### src/rtl/ide_strobe_timer.sv
module ide_strobe_timer #(
  parameter int CNT_W = 5
) (
  input  logic       clk,
  input  logic       rst_n,
  input  logic [1:0] chip_rev,
  input  logic       cfg_we,
  input  logic [2:0] cfg_addr,
  input  logic       cfg_setup_only,
  input  logic [7:0] cfg_wdata,
  output logic [7:0] cfg_rdata,
  input  logic       req,
  input  logic [1:0] req_drive,
  input  logic       req_write,
  output logic       busy,
  output logic       ack,
  output logic       rd_stb,
  output logic       wr_stb
);
  localparam int NSETS = 3;

  typedef enum logic [1:0] {IDLE, SETUP, ACTIVE, RECOV} phase_t;

  phase_t           phase;
  logic [CNT_W-1:0] cnt, a_q, r_q;
  logic             wr_q;
  logic [7:0]       setup_q  [NSETS];
  logic [7:0]       timing_q [NSETS];

  wire [1:0] cfg_set = cfg_addr[2:1];
  wire       cfg_hit = (cfg_set != 2'd3);
  wire [1:0] sel     = req_drive[1] ? 2'd2 : {1'b0, req_drive[0]};
  wire [3:0] a_nib   = timing_q[sel][7:4];
  wire [3:0] r_nib   = timing_q[sel][3:0];

  logic [CNT_W-1:0] s_len, a_len, r_base, r_len;

  always_comb begin
    case (setup_q[sel][7:6])
      2'b00:   s_len = CNT_W'(4);
      2'b01:   s_len = CNT_W'(2);
      2'b10:   s_len = CNT_W'(3);
      default: s_len = CNT_W'(5);
    endcase
    if (a_nib == 4'd0)      a_len = CNT_W'(16);
    else if (a_nib == 4'd1) a_len = CNT_W'(2);
    else                    a_len = CNT_W'(a_nib);
    if (r_nib == 4'd0)                            r_base = CNT_W'(16);
    else if (r_nib == 4'd1 && a_len > CNT_W'(3))  r_base = CNT_W'(2);
    else                                          r_base = CNT_W'(r_nib);
    r_len = r_base + ((chip_rev > 2'd1) ? CNT_W'(1) : CNT_W'(0));
  end

  assign cfg_rdata = !cfg_hit ? 8'h00 : (cfg_addr[0] ? timing_q[cfg_set] : setup_q[cfg_set]);

  always_ff @(posedge clk) begin
    if (!rst_n) begin
      for (int i = 0; i < NSETS; i++) begin
        setup_q[i]  <= 8'h00;
        timing_q[i] <= 8'h00;
      end
    end else if (cfg_we && cfg_hit) begin
      if (cfg_addr[0])         timing_q[cfg_set]     <= cfg_wdata;
      else if (cfg_setup_only) setup_q[cfg_set][7:6] <= cfg_wdata[7:6];
      else                     setup_q[cfg_set]      <= cfg_wdata;
    end
  end

  always_ff @(posedge clk) begin
    if (!rst_n) begin
      phase <= IDLE;
      cnt   <= '0;
      a_q   <= '0;
      r_q   <= '0;
      wr_q  <= 1'b0;
      ack   <= 1'b0;
    end else begin
      ack <= 1'b0;
      case (phase)
        IDLE: if (req) begin
          phase <= SETUP;
          cnt   <= s_len - CNT_W'(1);
          a_q   <= a_len;
          r_q   <= r_len;
          wr_q  <= req_write;
        end
        SETUP: if (cnt == '0) begin
          phase <= ACTIVE;
          cnt   <= a_q - CNT_W'(1);
        end else cnt <= cnt - CNT_W'(1);
        ACTIVE: if (cnt == '0) begin
          phase <= RECOV;
          cnt   <= r_q - CNT_W'(1);
        end else cnt <= cnt - CNT_W'(1);
        default: if (cnt == '0) begin
          phase <= IDLE;
          ack   <= 1'b1;
        end else cnt <= cnt - CNT_W'(1);
      endcase
    end
  end

  assign busy   = (phase != IDLE);
  assign rd_stb = (phase == ACTIVE) && !wr_q;
  assign wr_stb = (phase == ACTIVE) &&  wr_q;
endmodule

### config.mk
export PLATFORM = sky130hd
export DESIGN_NAME = ide_strobe_timer
export DESIGN_NICKNAME = d
export VERILOG_FILES = /design/src/rtl/ide_strobe_timer.sv
export SDC_FILE = /design/constraint.sdc
export NUM_CORES = 1
export LEC_CHECK = 0
export ABC_CLOCK_PERIOD_IN_PS = 6850
export BUFFER_PORTS_ARGS = -buffer_cell sky130_fd_sc_hd__clkbuf_2
export CAP_MARGIN = 20
export CORE_MARGIN = 1.5
export CORE_UTILIZATION = 50
export DETAILED_ROUTE_END_ITERATION = 7
export GPL_TIMING_DRIVEN = 0
export HOLD_SLACK_MARGIN = 0.02
export PLACE_DENSITY_LB_ADDON = 0.12
export SLEW_MARGIN = 5
export SYNTH_ARGS = -nofsm -noshare
export SYNTH_HDL_FRONTEND = slang
export SYNTH_SLANG_ARGS = --single-unit
### constraint.sdc
create_clock -name clk -period 6.85 [get_ports clk]
set_input_delay 1.37 -clock clk [delete_from_list [all_inputs] [get_ports clk]]
set_output_delay 1.37 -clock clk [all_outputs]
set_load 0.01 [all_outputs]
# Word level (Yosys, flattened, before mapping)
# Memory sizes are Yosys's and may differ from the RTL's.
# Cells that the tools add are included.
[totals] ff_bits=19 latch_bits=0 ram_bits=48 romBits=0 out_inout_bits=12 elab_cells=88 mem_count=2
[op_classes] addsub=5 mul=0 n_div=0 order_cmp=2 eq_ne=11 shifts=0 muxes=42 n_bitwise=2 reduce_logical=18
[mem_list] memory="setup_q" depth=3 width=8 rd=2 rd_clocked_by_memory_dff=0 wr=3 line_no="27" rtl="logic [7:0] setup_q [NSETS];"
[mem_list] memory="timing_q" depth=3 width=8 rd=2 rd_clocked_by_memory_dff=0 wr=3 line_no="28" rtl="logic [7:0] timing_q [NSETS];"
[ops] cell="$mux 8" count=4
[ops] cell="$mux 5" count=6
[ops] cell="$sub 5x1->5 const B" count=4
[ops] cell="$mux 1" count=18
[ops] cell="$mux 2" count=9
[ops] cell="$reduce_or 8->1" count=2
[ops] cell="$pmux 5 s3" count=1
[ops] cell="$pmux 3 s3" count=1
[ops] cell="$eq 4x1->1 const B" count=2
[ops] cell="$logic_not 4->1" count=2
[ops] cell="$mux 4" count=2
[ops] cell="$ne 2x2->1 const B" count=4
[ops] cell="$pmux 2 s3" count=1
[ops] cell="$add 5x1->5" count=1
[ops] cell="$gt 5x2->1 const B" count=1
[ops] cell="$logic_not 5->1" count=1
[ops] cell="$eq 2x1->1 const B" count=2
[ops] cell="$eq 2x2->1 const B" count=2
[ops] cell="$logic_and 1x1->1" count=4
[ops] cell="$logic_not 2->1" count=2
[ops] cell="$ne 4x1->1 const B" count=1
[ops] cell="$reduce_and 2->1" count=2
[ops] cell="$reduce_and 4->1" count=1
[ops] cell="$reduce_bool 2->1" count=2
[ops] cell="5 further kinds" count=5

# Logic depth before layout (Yosys ltp)
# An unclocked memory read counts as a cell.
[depth] depth_word=10 depth_mapped=10

# Least setup slack after synthesis
# Ideal clock, no wire load.
[synth_path] path_kind="input to output" start="input cfg_addr[2]" end="output cfg_rdata[2]" arrival_ps=2331 slack_ps=3149 stages=6 path_buffers=2 cell_sequence="buf_2 or2_2 clkbuf_1 o22a_1 o21ai_0 a21oi_1"
[synth_between] elab_chain_len=3 word_cells_on_any_way=5 cone_classes="eq/ne (1); mux (2); memory (2)"
[synth_rtl] element="start, declared" line_no="8" rtl="input logic [2:0] cfg_addr,"
[synth_rtl] element="$mem_v2 3x8 (on tied branches)"
[synth_rtl] element="$mux 8" line_no="54" rtl="assign cfg_rdata = !cfg_hit ? 8'h00 : (cfg_addr[0] ? timing_q[cfg_set] : setup_q[cfg_set]);"
[synth_rtl] element="$mux 8 *" line_no="54"
[synth_rtl] element="end, declared" line_no="11" rtl="output logic [7:0] cfg_rdata,"
# Mark *: on every way between the ends. The rest lies on a longest branch, timed or not.

# Worst setup path in the final report
[layout_path] start="input cfg_addr[1]" end="output cfg_rdata[0]"
# Same word-level chain as after synthesis.

==> key figures <==
Run status
  • Outcome: finished, final reports clean

Worst setup path
  • Arr. time, crit path: 2910 ps
  • FF-to-FF End: r_q[2]
  • Critical path capture point type: output pin
  • R2r setup slk: 4700 ps
  • Worst Path Max Fanout: 10
  • CP Cell Sequence: clkbuf_2, clkbuf_1, clkbuf_1, a21oi_1, a21oi_1, clkbuf_2
  • Crit path launch type: primary input
  • RR Startpoint: timing_q[0][7]
  • Crit path required time: 5480 ps
  • Slowest cell on crit path: clkbuf_1
  • Cells on worst reg2reg path: 9
  • Slowest stage delay, CP: 450 ps
  • Crit path kind: in2out

Detailed routing
  • Vias per cell: 5.54
  • DRT Pass-1 Iters: 5
  • DRC errors left: 0
  • Iter 0 DRT Violations: 127
  • Antenna viol nets, final: 0
  • Wirelength per Cell: 16.5 µm
  • Via count: 2937
  • Final WL: 8720 µm

Global routing
  • Largest net degree at the start of global routing: 12
  • Global-route met1 utilization: 0.288
  • Vias in the first global route: 2751
  • Gr ovfl total: 0
  • Gr busiest metal: met2
  • Initial antenna violation count: 0
  • Global-route track usage on met2: 0.402
  • Met3 Use GR: 0.0452
  • Total track usage: 0.235
  • First-pass GRT wire length: 13600 µm

Logic synthesis
  • Ys async rst share: 0
  • Sequential fraction of the synthesis area: 0.487
  • Post-synthesis net count: 419
  • Synth Warn #: 0
  • Yosys reg bits: 67
  • Synth Instances: 386
  • Number of library cell types mapped by synthesis: 44
  • Number of enable flip-flop cells after synthesis: 48
  • Syn Std Cell Area: 3740 µm²
  • Synthesized area per cell: 9.70 µm²
  • Most used DFF post-synth: edfxtp_1

Die
  • Core Area: 7250 µm²
  • Die Height: 89.5 µm
  • # rows: 31
  • Io pins: 33
  • Die Footprint: 8010 µm²
  • Starting Density: 0.516
  • Chip Width: 89.5 µm

Pwr
  • Leakage: 1.68 nW
  • VDD IR max: 161 µV
  • Overall power: 1.27 mW
  • PD cells: 302 nW/µm²

Placed design
  • Area after DPL: 4010 µm²
  • RePlAce Congestion: 0.883
  • Inst Count DP: 514
  • Port Buf Inserts: 28
  • Detailed placement HPWL: 6410 µm

Hold path
  • Hold Startpoint: a_q[4]
  • WHS Endpoint: a_q[4]
  • Hold WC Path Type: reg2reg
  • Min-Delay Path Depth: 2

Timing
  • Crit path time final: 4280 ps
  • Period utilization: 0.625
  • RSZ-0062 raised after global routing: no
  • Hold WS: 468 ps
  • Fin Clk Skew: 8.76 ps
  • Final setup violation count: 0
  • Worst rel slew slack: 0.255
  • Post-Route Setup TNS: 0 ps
  • F_max: 0.234 GHz
  • Final Hold Viols: 0
  • Fin. max-slew vios: 0
  • Slew @ Worst Pin: 1110 ps

Finish
  • Final net count: 459
  • Area delta synth->final: 12.5%
  • Diode count: 0
  • Share of cells above drive strength 1: 0.128
  • Post-route cell area: 4210 µm²
  • Final non-filler cell total: 530

Clock tree
  • Post-CTS sizing: 0
  • H-tree depth: 3
  • Root Driver: clkbuf_8
  • Reg clk slew, reported paths: 60 ps
  • Hold_buf cts: 0
  • CTS sink count: 67
  • Worst-skew pair later-pin latency: 350 ps
  • CTS tree: yes
  • Clock Tree Buf Depth: 2
  • Num CTS Buffers: 9
  • Post-CTS setup buffer count: 0

Flow run
  • Max Cap Viol: 0
## cell families after synthesis
family          share of synthesized area
mux                                0.0572
xor+xnor                           0.0187
flops                               0.487
fa+ha+maj                          0.0401
buf+inv                            0.0421
simple gates                        0.201
compound gates                      0.154
## worst max path at each step
stage	from	endpoint	slack, ps	depth (start not counted)
2_1_floorplan	cfg_addr[2]	cfg_rdata[2]	3150	6
3_3_place_gp	cfg_addr[1]	cfg_rdata[1]	2580	6
3_5_place_dp	cfg_addr[1]	cfg_rdata[0]	2580	7
4_1_cts	cfg_addr[1]	cfg_rdata[0]	2580	7
5_1_grt	cfg_addr[1]	cfg_rdata[1]	2410	7
6_report	cfg_addr[1]	cfg_rdata[0]	2570	6
## registers in the layout, indices dropped and copies added, names as in the netlist
| register | flops |
|---|---|
| a_q | 5 |
| ack | 1 |
| cnt | 5 |
| phase | 2 |
| r_q | 5 |
| setup_q | 24 |
| timing_q | 24 |
| wr_q | 1 |
## where the power goes
group	total (mW)	switching, mW	internal, mW
Combinational	0.415	0.238	0.177
Sequential	0.521	0.0380	0.483
Clock	0.338	0.150	0.188
Total	1.27	0.425	0.848
## synth_stat cells, drive strengths merged (4+ instances only)
| master | number | area [µm²] |
|---|---|---|
| and2 | 49 | 307 |
| edfxtp | 48 | 1440 |
| nor2 | 37 | 139 |
| o21ai | 34 | 170 |
| a21oi | 31 | 155 |
| nand2 | 29 | 109 |
| dfxtp | 19 | 380 |
| mux2i | 18 | 180 |
| clkbuf | 17 | 63.8 |
| inv | 15 | 56.3 |
| ha | 12 | 150 |
| o22ai | 8 | 50.1 |
| and3 | 6 | 37.5 |
| buf | 5 | 37.5 |
| nor3 | 5 | 25.0 |
| xnor2 | 5 | 43.8 |
| a22oi | 4 | 30.0 |
| o22a | 4 | 35.0 |
## cell usage in the layout, fill, tap and decap left out, types with 6 or more instances in the layout
| master | count |
|---|---|
| ha_1 | 12 |
| o22ai_1 | 8 |
| and2_1 | 49 |
| clkbuf_8 | 11 |
| o21ai_0 | 34 |
| nand2_1 | 29 |
| clkbuf_2 | 28 |
| a21oi_1 | 31 |
| edfxtp_1 | 48 |
| nor2_1 | 37 |
| and3_1 | 6 |
| inv_1 | 15 |
| dfxtp_1 | 19 |
| mux2i_1 | 18 |
| clkbuf_1 | 20 |
## final cells by class
type                    count  area, µm²
clock buffers              14        163
plain buffers              22        101
flip-flops and latches     67       1820
multi-input cells         282       1760
well taps                  99        124
inverters                  15       56.3
clock inverters             2       35.0
fillers                   670       3040
repair buffers             29        148
## worst max-delay path: cells and delay by family
| kind | cells | cell delay, ps |
|---|---|---|
| compound gates | 2 | 370 |
| buf+inv | 4 | 1150 |
## per-layer routing
metal | share of wire | wire length [µm]
met5 | 0 | 0
met4 | 0.028 | 245
met3 | 0.046 | 397
met2 | 0.50 | 4390
met1 | 0.42 | 3690
## metrics by stage
| step | util | worst slack, ps |
|---|---|---|
| 3_3_place_gp | 0.552 | 2580 |
| 6_report | 0.581 | 2570 |
| 5_1_grt | 0.581 | 2410 |
| 4_1_cts | 0.581 | 2580 |
| 2_1_floorplan | - | 3150 |
| 3_5_place_dp | 0.553 | 2580 |
(Power assumes the default switching activity.)
